==> src/rtl/spi_irq_pkg.sv <==
package spi_irq_pkg;
  // Byte offsets of the software-visible registers
  localparam int OFS_GATE_B = 'h1C;
  localparam int OFS_STAT_B = 'h20;
  localparam int OFS_ENAB_B = 'h28;

  localparam int NREG     = 3;
  localparam int IDX_GATE = 0;
  localparam int IDX_STAT = 1;
  localparam int IDX_ENAB = 2;

  // Status bit positions
  localparam int B_DRAIN = 2;
  localparam int B_UNDER = 3;
  localparam int B_RXFUL = 4;
  localparam int B_OVRUN = 5;
  localparam int B_HALF  = 6;
  localparam int B_RXNE  = 8;

  function automatic int word_ofs(input int idx);
    case (idx)
      IDX_GATE: return OFS_GATE_B / 4;
      IDX_STAT: return OFS_STAT_B / 4;
      default:  return OFS_ENAB_B / 4;
    endcase
  endfunction
endpackage

==> src/rtl/spi_irq_decode.sv <==
module spi_irq_decode
  import spi_irq_pkg::*;
#(
  parameter int ADDR_W = 5
) (
  input  logic [ADDR_W-1:0] addr,
  output logic [NREG-1:0]   hit
);
  for (genvar g = 0; g < NREG; g++) begin : g_cmp
    localparam logic [ADDR_W-1:0] WOFS = ADDR_W'(word_ofs(g));
    assign hit[g] = (addr == WOFS);
  end
endmodule

==> src/rtl/spi_irq_status.sv <==
module spi_irq_status
  import spi_irq_pkg::*;
#(
  parameter int DATA_W = 32
) (
  input  logic              clk,
  input  logic              rst,
  input  logic              wr_stat,
  input  logic [DATA_W-1:0] wdata,
  input  logic              touch,
  input  logic [DATA_W-1:0] set_vec,
  input  logic              lvl_ne,
  input  logic              lvl_full,
  output logic [DATA_W-1:0] stat_d,
  output logic [DATA_W-1:0] stat_q
);
  localparam logic [DATA_W-1:0] ONE = DATA_W'(1);
  localparam logic [DATA_W-1:0] MASK =
    (ONE << B_DRAIN) | (ONE << B_UNDER) | (ONE << B_RXFUL) |
    (ONE << B_OVRUN) | (ONE << B_HALF)  | (ONE << B_RXNE);

  always_comb begin
    stat_d = stat_q;
    if (wr_stat) stat_d = stat_d ^ (wdata & MASK);
    // events are applied after the toggle so they win a collision
    stat_d = stat_d | (set_vec & MASK);
    if (touch) begin
      stat_d[B_RXNE]  = stat_d[B_RXNE]  | lvl_ne;
      stat_d[B_RXFUL] = stat_d[B_RXFUL] | lvl_full;
    end
  end

  always_ff @(posedge clk) begin
    if (rst) stat_q <= '0;
    else     stat_q <= stat_d;
  end
endmodule

==> src/rtl/spi_irq_output.sv <==
module spi_irq_output #(
  parameter int DATA_W = 32
) (
  input  logic              clk,
  input  logic              rst,
  input  logic              gate_d,
  input  logic [DATA_W-1:0] stat_d,
  input  logic [DATA_W-1:0] enab_d,
  output logic              irq_q
);
  always_ff @(posedge clk) begin
    if (rst) irq_q <= 1'b0;
    else     irq_q <= gate_d & (|(stat_d & enab_d));
  end
endmodule

==> src/rtl/spi_irq_agg.sv <==
module spi_irq_agg
  import spi_irq_pkg::*;
#(
  parameter int DATA_W = 32,
  parameter int ADDR_W = 5
) (
  input  logic              clk,
  input  logic              rst,
  input  logic              bus_wr,
  input  logic              bus_rd,
  input  logic [ADDR_W-1:0] bus_addr,
  input  logic [DATA_W-1:0] bus_wdata,
  output logic [DATA_W-1:0] bus_rdata,
  input  logic              ev_tx_drained,
  input  logic              ev_tx_underrun,
  input  logic              ev_rx_full,
  input  logic              ev_rx_overrun,
  input  logic              ev_tx_half,
  input  logic              lv_rx_nonempty,
  input  logic              lv_rx_full,
  output logic              irq
);
  localparam int GATE_BIT = DATA_W - 1;

  logic [NREG-1:0]   hit;
  logic              wr_gate, wr_stat, wr_enab, any_ev, touch;
  logic [DATA_W-1:0] set_vec, stat_d, stat_q, enab_d, enab_q;
  logic              gate_d, gate_q;

  spi_irq_decode #(.ADDR_W(ADDR_W)) u_dec (
    .addr (bus_addr),
    .hit  (hit)
  );

  assign wr_gate = bus_wr & hit[IDX_GATE];
  assign wr_stat = bus_wr & hit[IDX_STAT];
  assign wr_enab = bus_wr & hit[IDX_ENAB];
  assign any_ev  = ev_tx_drained | ev_tx_underrun | ev_rx_full |
                   ev_rx_overrun | ev_tx_half;
  assign touch   = bus_wr | bus_rd | any_ev;

  always_comb begin
    set_vec          = '0;
    set_vec[B_DRAIN] = ev_tx_drained;
    set_vec[B_RXNE]  = ev_tx_drained;
    set_vec[B_UNDER] = ev_tx_underrun;
    set_vec[B_RXFUL] = ev_rx_full;
    set_vec[B_OVRUN] = ev_rx_overrun;
    set_vec[B_HALF]  = ev_tx_half;
  end

  spi_irq_status #(.DATA_W(DATA_W)) u_stat (
    .clk      (clk),
    .rst      (rst),
    .wr_stat  (wr_stat),
    .wdata    (bus_wdata),
    .touch    (touch),
    .set_vec  (set_vec),
    .lvl_ne   (lv_rx_nonempty),
    .lvl_full (lv_rx_full),
    .stat_d   (stat_d),
    .stat_q   (stat_q)
  );

  assign gate_d = wr_gate ? bus_wdata[GATE_BIT] : gate_q;
  assign enab_d = wr_enab ? bus_wdata : enab_q;

  always_ff @(posedge clk) begin
    if (rst) begin
      gate_q <= 1'b0;
      enab_q <= '0;
    end else begin
      gate_q <= gate_d;
      enab_q <= enab_d;
    end
  end

  spi_irq_output #(.DATA_W(DATA_W)) u_out (
    .clk    (clk),
    .rst    (rst),
    .gate_d (gate_d),
    .stat_d (stat_d),
    .enab_d (enab_d),
    .irq_q  (irq)
  );

  always_ff @(posedge clk) begin
    if (rst) begin
      bus_rdata <= '0;
    end else if (bus_rd) begin
      if (hit[IDX_GATE])      bus_rdata <= {gate_q, {(DATA_W-1){1'b0}}};
      else if (hit[IDX_STAT]) bus_rdata <= stat_q;
      else if (hit[IDX_ENAB]) bus_rdata <= enab_q;
      else                    bus_rdata <= '0;
    end
  end
endmodule

==> config.mk <==
export PLATFORM = sky130hd
export DESIGN_NAME = spi_irq_agg
export DESIGN_NICKNAME = d
export VERILOG_FILES = /design/src/rtl/spi_irq_pkg.sv /design/src/rtl/spi_irq_decode.sv /design/src/rtl/spi_irq_status.sv /design/src/rtl/spi_irq_output.sv /design/src/rtl/spi_irq_agg.sv
export SDC_FILE = /design/constraint.sdc
export NUM_CORES = 1
export LEC_CHECK = 0
export ABC_AREA = 1
export CAP_MARGIN = 5
export CORE_ASPECT_RATIO = 0.8
export CORE_MARGIN = 1
export CORE_UTILIZATION = 51
export CTS_CLUSTER_DIAMETER = 120
export CTS_CLUSTER_SIZE = 14
export DETAILED_ROUTE_END_ITERATION = 12
export PLACE_DENSITY = 0.84
export SLEW_MARGIN = 5
export SYNTH_ARGS = -nofsm -noshare
export SYNTH_HDL_FRONTEND = slang
export SYNTH_SLANG_ARGS = --single-unit
==> constraint.sdc <==
create_clock -name clk -period 2.4 [get_ports clk]
set_input_delay 0.6 -clock clk [delete_from_list [all_inputs] [get_ports clk]]
set_output_delay 0.6 -clock clk [all_outputs]
set_load 0.02 [all_outputs]
==> reports/results.ini, run 1 <==
[clocking]
post_cts_buffers = 0
ctsHtreeMaxLevel = 3
cts_resized = 0
ctsRootBufferMaster = clkbuf_8
clock-sinks = 72
cts_buffer_depth = 2
postCtsHoldBufs = 0
clkTransAtPathRegs_ns = 0.08
numCtsBuffers = 9
clk_latency_ns = 0.34
cts_tree = built

[status]
outcome = completed

[route]
first_pass_iters = 5
wl_per_cell_um = 13.20
drt-initial-drc-count = 195
post-route-drc-count = 0
vias = 2879
vias_per_cell = 5.123
finalWirelength_um = 7418
ant_nets = 0

[power_and_ir_drop]
ir_drop_uv = 371.6
p_leak_nw = 1.599
p_per_area_mw_per_mm2 = 557.2
finalPower_mw = 2.257

[critical_path]
worst-setup-path-type = register to output pin
critical_path.endpoint_type = output pin
critical_path.max_fanout = 2
arrival_ns = 1.37
worstSetupStartpointType = register
critPathSlowestCell = clkdlybuf4s50_1
critPathMaxStageDelay_ns = 0.64
cpLargestDelayFamily = buffers and inverters
cp_num_buf_inv = 1
path_cells = clkdlybuf4s50_1
cp.required_ns = 1.80

[finish]
fin_util_pct = 73.30
final_layout_size_suffix_gt1_share_pct = 9.298
final_common_cell = clkdlybuf4s50_1
layout_common_cells = 80 x clkdlybuf4s50_1, 75 x nand2_1, 72 x dfxtp_1, 67 x nor2_1, 34 x inv_1
final_nets = 528
nFillCells = 461
area_growth_pct = 36.58
antenna_cells = 0
postLayoutCellArea_mm2 = 0.004050

[synthesis]
ys_seq_elements = 72
yosysSeqAreaShare_pct = 48.61
synthMuxAreaShare_pct = 0
synth_top_family_by_area = simple AND/OR/NAND/NOR gates
synth_fa_ha_area_share_pct = 0
synth_area_per_cell_um2 = 7.432
syn_inst = 399
synthSimpleGateAreaFrac_pct = 28.10
syn_nets = 447
synth_compound_area_share_pct = 13.63
syn-cell-area_mm2 = 0.002965
ys_warn_count = 0
synth_cell_type_count = 25
synth-xor-area-share_pct = 1.477

[global_route]
grt_pass1_wl_um = 12090
grt_use_total_pct = 25.43
grt-ovfl-total = 0
grt_pass1_vias = 2673
grt_antenna_before_repair = 0
grt_start_max_net_pins = 38

[sta]
layout_setup_ws_ns = 0.4317
period_needed_ns = 1.968
slew_viol_final = 0
finalClockSkew_ns = 0.008726
fin_setup_tns_ns = 0
tightest_slew_ns = 0.9308
hold_violations = 0
setup_viol = 0
rsz0062_at_grt = false
relSlewSlack_pct = 37.88
min_period_over_period_pct = 82.01
max_freq_mhz = 508.0

[die]
io_pins = 81
die-height_um = 70.20
coreArea_mm2 = 0.005525
die_area_mm2 = 0.006125
core.rowCount = 24
die_w_um = 87.25
initial_core_util_pct = 53.67

[placed_design]
place_area_mm2 = 0.003880
preCtsSetupSlack_ns = 0.1578
gp_routability_congestion = 0.8101
numPortBuffers = 80
hpwl_um = 5101

[worst_hold_path]
min_path_type = register to register

[job]
drv_cap = 0

-- stage by stage --
step | cells | hold slack [ns]
6_report | 562 | 0.4653
5_1_grt | 562 | 0.4925
4_1_cts | 562 | 0.4660
3_5_place_dp | 547 | 0.4547
3_3_place_gp | 547 | 0.4516
2_1_floorplan | 399 | 0.4390
-- layer usage --
layer	vias to the layer above	part of all wire (%)	GRT usage, %
li1	1432	-	-
met1	1322	46	34.89
met2	116	46	40.45
met3	9	7.5	6.501
met4	0	0.92	5.282
met5	-	0	0
-- cell families (layout without fill, tap and decap cells) --
logic type / count (synthesis) / in the layout
compound gates: 75 / 75
buf+inv: 57 / 142
flops: 72 / 72
simple gates: 190 / 190
xor+xnor: 5 / 5
-- cell type report --
| type | instances | area (um^2) | share of cell area (%) |
|---|---|---|---|
| Sequential cell | 72 | 1441 | 35.59 |
| Multi-Input combinational cell | 270 | 1281 | 31.63 |
| Timing Repair Buffer | 92 | 928.4 | 22.92 |
| Clock buffer | 10 | 137.6 | 3.398 |
| Inverter | 35 | 131.4 | 3.244 |
| Tap cell | 78 | 97.59 | 2.410 |
| Clock inverter | 5 | 32.53 | 0.8032 |
-- worst paths after layout --
| check | slack, ns | cells after the start | from | to |
|---|---|---|---|---|
| worst min register to register | 0.47 | 2 | bus_rdata[4] | bus_rdata[4] |
| worst min-delay path | 0.47 | 2 | bus_rdata[4] | bus_rdata[4] |
| worst max register to register | 1.32 | 7 | u_stat.stat_q[3] | u_out.irq_q |
| worst max-delay path | 0.43 | 1 | bus_rdata[0] | bus_rdata[0] |
-- state kept, by name, indices dropped and copies added (netlist names) --
register       count
u_stat.stat_q      6
u_out.irq_q        1
enab_q            32
gate_q             1
bus_rdata         32
-- Yosys cell counts (all sizes together) --
master  number  area (um^2)
nand2       81        319.1
dfxtp       72         1441
nor2        71        300.3
o21ai       39        217.7
a21oi       34        173.9
inv         34        127.6
nand3       32        160.2
clkbuf      12        45.04
buf         10        66.31
xor2         5        43.79
nand4        3        33.78
nand3b       2        15.01
o22ai        2        12.51
clkinv       1        3.750
nor3         1        5.000
-- power by group --
| group | leakage (nW) | internal, mW | switching [mW] |
|---|---|---|---|
| Clock | 0.0923 | 0.397 | 0.437 |
| Sequential | 0.583 | 1.21 | 0.0100 |
| Combinational | 0.925 | 0.102 | 0.101 |
| Total | 1.60 | 1.71 | 0.548 |
Power figures use the tool's default switching activity.
==> run 2: changes to the inputs <==
--- a/config.mk
+++ b/config.mk
@@ -9,11 +9,11 @@
 export CAP_MARGIN = 5
 export CORE_ASPECT_RATIO = 0.8
 export CORE_MARGIN = 1
-export CORE_UTILIZATION = 51
+export CORE_UTILIZATION = 48
 export CTS_CLUSTER_DIAMETER = 120
 export CTS_CLUSTER_SIZE = 14
 export DETAILED_ROUTE_END_ITERATION = 12
-export PLACE_DENSITY = 0.84
+export PLACE_DENSITY = 0.8
 export SLEW_MARGIN = 5
 export SYNTH_ARGS = -nofsm -noshare
 export SYNTH_HDL_FRONTEND = slang
==> constraint.sdc (replaced) <==
create_clock -name clk -period 1.9 [get_ports clk]
set_input_delay 0.475 -clock clk [delete_from_list [all_inputs] [get_ports clk]]
set_output_delay 0.475 -clock clk [all_outputs]
set_load 0.02 [all_outputs]
==> reports/results.ini, run 2 (synthesis results as in run 1) <==
[clocking]
cts_buffer_depth = 2  ; unchanged
cts_tree = built
clkTransAtPathRegs_ns = 0.07  ; about the same
numCtsBuffers = 9  ; unchanged
clk_latency_ns = 0.33  ; about the same
ctsRootBufferMaster = clkbuf_8
clock-sinks = 72  ; unchanged
ctsHtreeMaxLevel = 3  ; unchanged

[sta]
max_freq_mhz = 556.2
hold_violations = 0  ; unchanged
slew_viol_final = 0  ; unchanged
min_period_over_period_pct = 94.62
finalClockSkew_ns = 0.006482  ; -0.002244 ns
period_needed_ns = 1.798
rsz0062_at_grt = false
tightest_slew_ns = 0.2955  ; -0.6353 ns
fin_setup_tns_ns = 0  ; unchanged
holdWs_ns = 0.4638  ; -0.001518 ns
relSlewSlack_pct = 80.30  ; +42 points
setup_viol = 0  ; unchanged

[route]
vias = 2842  ; -1.3%
first_pass_iters = 4  ; -1
drt-initial-drc-count = 128  ; -34%
vias_per_cell = 4.960  ; -3.2%
post-route-drc-count = 0  ; unchanged
finalWirelength_um = 7555  ; +1.8%
wl_per_cell_um = 13.18  ; -0.11%
ant_nets = 0  ; unchanged

[job]
drv_cap = 0  ; unchanged

[power_and_ir_drop]
finalPower_mw = 2.841  ; +26%
ir_drop_uv = 453.6  ; +22%
p_leak_nw = 1.636  ; +2.3%
p_per_area_mw_per_mm2 = 687.9  ; +23%

[critical_path]
worstSetupStartpointType = register
cpLargestDelayFamily = buffers and inverters
critPathSlowestCell = clkdlybuf4s50_1
critPathMaxStageDelay_ns = 0.62  ; -0.02 ns
cp_num_buf_inv = 1  ; unchanged
cp_num_cells = 1  ; unchanged
critical_path.endpoint_type = output pin
worst-setup-path-type = register to output pin
arrival_ns = 1.32  ; -0.05 ns
cp.required_ns = 1.42  ; -0.38 ns
reg2regPathDepth = 7  ; unchanged
path_cells = clkdlybuf4s50_1
critical_path.max_fanout = 2  ; unchanged

[finish]
antenna_cells = 0  ; unchanged
final_nets = 537  ; +1.7%
layout_common_cells = 80 x clkdlybuf4s50_1, 75 x nand2_1, 72 x dfxtp_1, 67 x nor2_1, 34 x inv_1
top_regs = bus_rdata x32, enab_q x32, u_stat.stat_q x6
final_layout_size_suffix_gt1_share_pct = 10.57  ; +1.3 points
area_growth_pct = 39.28
stdcell_count = 573  ; +2.0%
final_common_cell = clkdlybuf4s50_1
fin_util_pct = 69.49  ; -3.8 points

[placed_design]
gp_routability_congestion = 0.9071  ; +12%
dp_cells = 559  ; +2.2%
hpwl_um = 5280  ; +3.5%
numPortBuffers = 80  ; unchanged

[global_route]
grt_start_max_net_pins = 28  ; -26%
grt_antenna_before_repair = 0  ; unchanged
grt-ovfl-total = 0  ; unchanged
grt_pass1_vias = 2622  ; -1.9%
grt_pass1_wl_um = 12250  ; +1.4%
grt_use_total_pct = 24.13  ; -1.3 points

[die]
die-height_um = 72.30  ; +3.0%
core.rowCount = 25  ; +4.2%
coreArea_mm2 = 0.005943  ; +7.6%
die_w_um = 89.88  ; +3.0%
initial_core_util_pct = 49.89  ; -3.8 points
die_area_mm2 = 0.006498  ; +6.1%
io_pins = 81  ; unchanged

[worst_hold_path]
holdPathStages = 2  ; unchanged
min_path_type = register to register

[status]
outcome = completed

-- run 2: power by group --
| part | internal [mW] | switching, mW |
|---|---|---|
| logic | 0.145 | 0.133 |
| registers | 1.53 | 0.0130 |
| clock network | 0.493 | 0.529 |
| total | 2.17 | 0.675 |
-- run 2: layer usage --
metal / global-route usage [%] / routed length, um / vias up
li1: - / - / 1447
met1: 30.73 / 3424 / 1292
met2: 41.11 / 3596 / 98
met3: 6.604 / 479 / 5
met4: 6.272 / 55 / 0
met5: 0 / 0 / -
-- run 2: metrics by stage --
step	instance area, um^2	setup WS (ns)
2_1_floorplan	2965	0.3798
3_3_place_gp	3964	-0.09778
3_5_place_dp	3964	-0.1801
4_1_cts	4125	0.1020
5_1_grt	4130	0.01513
6_report	4130	0.1021
-- run 2: area by class of cell --
type	instances	area, um^2
fill	509	1813
sequential	72	1441
multi-input combinational	270	1286
timing repair buffer	101	1008
clock buffer	11	141.4
inverter	35	131.4
tap	81	101.3
clock inverter	3	20.02
-- run 2: path summary, 6_finish.rpt --
| kind | end | slack, ns | startpoint |
|---|---|---|---|
| hold reg to reg | bus_rdata[13] | 0.46 | bus_rdata[13] |
| hold / removal | bus_rdata[13] | 0.46 | bus_rdata[13] |
| setup reg to reg | u_out.irq_q | 0.76 | u_stat.stat_q[5] |
| setup / recovery | bus_rdata[22] | 0.10 | bus_rdata[22] |
-- run 2: timing repair --
item,4_1_cts,5_1_grt
setup endpoints to repair,0,1
buffers inserted,0,0
resized for setup,0,1
hold buffers,0,0
==> run 3: changes to the inputs <==
--- a/config.mk
+++ b/config.mk
@@ -13,7 +13,7 @@
 export CTS_CLUSTER_DIAMETER = 120
 export CTS_CLUSTER_SIZE = 14
 export DETAILED_ROUTE_END_ITERATION = 12
-export PLACE_DENSITY = 0.8
+export PLACE_DENSITY = 0.89
 export SLEW_MARGIN = 5
 export SYNTH_ARGS = -nofsm -noshare
 export SYNTH_HDL_FRONTEND = slang
==> constraint.sdc (replaced) <==
create_clock -name clk -period 1.8 [get_ports clk]
set_input_delay 0.45 -clock clk [delete_from_list [all_inputs] [get_ports clk]]
set_output_delay 0.45 -clock clk [all_outputs]
set_load 0.02 [all_outputs]
==> reports/results.ini, run 3 (synthesis results as in run 1) <==
[die]
die_w_um = 89.88  ; unchanged
die-height_um = 72.30  ; unchanged
coreArea_mm2 = 0.005943  ; unchanged
die_area_mm2 = 0.006498  ; unchanged
initial_core_util_pct = 49.89  ; unchanged
io_pins = 81  ; unchanged
core.rowCount = 25  ; unchanged

[sta]
relSlewSlack_pct = 81.24  ; +0.94 points
max_freq_mhz = 568.8
slew_viol_final = 0  ; unchanged
setup_viol = 0  ; unchanged
rsz0062_at_grt = false
period_needed_ns = 1.758
hold_violations = 0  ; unchanged
min_period_over_period_pct = 97.67
fin_setup_tns_ns = 0  ; unchanged
finalClockSkew_ns = 0.005438  ; -0.001044 ns
layout_setup_ws_ns = 0.04200  ; -0.06014 ns
tightest_slew_ns = 0.2811  ; -0.01442 ns

[finish]
area_growth_pct = 43.54
final_layout_size_suffix_gt1_share_pct = 11.87  ; +1.3 points
final_nets = 540  ; +0.56%
final_common_cell = nand2_1
fin_util_pct = 71.62  ; +2.1 points
stdcell_count = 578  ; +0.87%
layout_common_cells = 74 x nand2_1, 72 x dfxtp_1, 67 x nor2_1, 66 x clkdlybuf4s50_1, 34 x inv_1
nFillCells = 458  ; -10%
antenna_cells = 0  ; unchanged
final-seq-area_mm2 = 0.001441  ; unchanged
top_regs = bus_rdata x32, enab_q x32, u_stat.stat_q x6
multi_input_area_mm2 = 0.001289  ; +0.20%

[critical_path]
reg2regPathDepth = 7  ; unchanged
cp_num_buf_inv = 1  ; unchanged
critPathSlowestCell = clkdlybuf4s50_1
r2r_end = u_out.irq_q
arrival_ns = 1.31  ; about the same
worst-setup-path-type = register to output pin
path_cells = clkdlybuf4s50_1
r2r_slack_ns = 0.72  ; -0.04 ns
worstSetupStartpointType = register
critPathMaxStageDelay_ns = 0.62  ; about the same
r2r_start = u_stat.stat_q[2]
cp.required_ns = 1.35  ; -0.07 ns
critical_path.max_fanout = 2  ; unchanged
cpLargestDelayFamily = buffers and inverters
critical_path.endpoint_type = output pin

[status]
outcome = completed

[worst_hold_path]
min_path_type = register to register
min_to = bus_rdata[12]
min-delay-start = bus_rdata[12]
holdPathStages = 2  ; unchanged

[route]
wl_per_cell_um = 13.55  ; +2.7%
drt-initial-drc-count = 202  ; +58%
post-route-drc-count = 0  ; unchanged
first_pass_iters = 5  ; +1
ant_nets = 0  ; unchanged
finalWirelength_um = 7830  ; +3.6%
vias = 2978  ; +4.8%
vias_per_cell = 5.152  ; +3.9%

[global_route]
grt_antenna_before_repair = 0  ; unchanged
grt_use_total_pct = 24.93  ; +0.80 points
grt_pass1_wl_um = 12630  ; +3.0%
grt_start_max_net_pins = 28  ; unchanged
grt_pass1_vias = 2779  ; +6.0%
grt-ovfl-total = 0  ; unchanged

[clocking]
post_cts_buffers = 0  ; unchanged
cts_tree = built
clkTransAtPathRegs_ns = 0.07  ; about the same
clk_latency_ns = 0.35  ; +0.02 ns
numCtsBuffers = 9  ; unchanged
clock-sinks = 72  ; unchanged
cts_buffer_depth = 2  ; unchanged
ctsRootBufferMaster = clkbuf_8
ctsHtreeMaxLevel = 3  ; unchanged

[placed_design]
hpwl_um = 5461  ; +3.4%
numPortBuffers = 80  ; unchanged
gp_routability_congestion = 0.9031  ; -0.44%
dp_cells = 562  ; +0.54%
preCtsSetupSlack_ns = -0.2701  ; -0.08998 ns

[power_and_ir_drop]
finalPower_mw = 3.420  ; +20%
p_per_area_mw_per_mm2 = 803.5  ; +17%
p_leak_nw = 1.948  ; +19%
ir_drop_uv = 429.8  ; -5.2%

[job]
drv_cap = 0  ; unchanged

-- run 3: worst max-delay path by stage --
stage / cells after the start / from / to / slack, ns
2_1_floorplan: 10 / bus_addr[2] / u_out.irq_q / 0.30
3_3_place_gp: 10 / bus_addr[0] / u_out.irq_q / -0.20
3_5_place_dp: 11 / bus_addr[0] / u_out.irq_q / -0.27
4_1_cts: 1 / bus_rdata[30] / bus_rdata[30] / 0.001
5_1_grt: 1 / bus_rdata[22] / bus_rdata[22] / 0.001
6_report: 1 / bus_rdata[31] / bus_rdata[31] / 0.04
-- run 3: per-layer routing --
metal  up-vias  track usage (%)  part of all wire, %
li1       1457                -                    -
met1      1402            30.43                   44
met2       104            41.03                   47
met3        15            9.224                  6.9
met4         0            8.961                  1.4
met5         -                0                    0
-- run 3: layout make-up --
type / count / share of cell area, %
clock buffer: 12 / 3.880
tap: 81 / 2.381
clock inverter: 4 / 1.764
timing repair buffer: 104 / 24.75
inverter: 35 / 3.086
sequential: 72 / 33.86
multi-input combinational: 270 / 30.28
-- run 3: what timing repair did --
item	4_1_cts	5_1_grt
hold buffers	0	0
setup endpoints to repair	0	15
gates resized for setup	0	16
-- run 3: where the power goes --
part | leakage (nW) | switching (mW) | internal [mW]
Combinational | 1.25 | 0.139 | 0.152
Sequential | 0.583 | 0.0133 | 1.61
Clock | 0.115 | 0.610 | 0.894
-- run 3: per-stage QoR --
| step | instance area, um^2 | hold WS [ns] |
|---|---|---|
| 3_5_place_dp | 3974 | 0.4565 |
| 5_1_grt | 4257 | 0.4843 |
| 4_1_cts | 4214 | 0.4681 |
| 6_report | 4257 | 0.4644 |
| 2_1_floorplan | 2965 | 0.4390 |
| 3_3_place_gp | 3974 | 0.4519 |
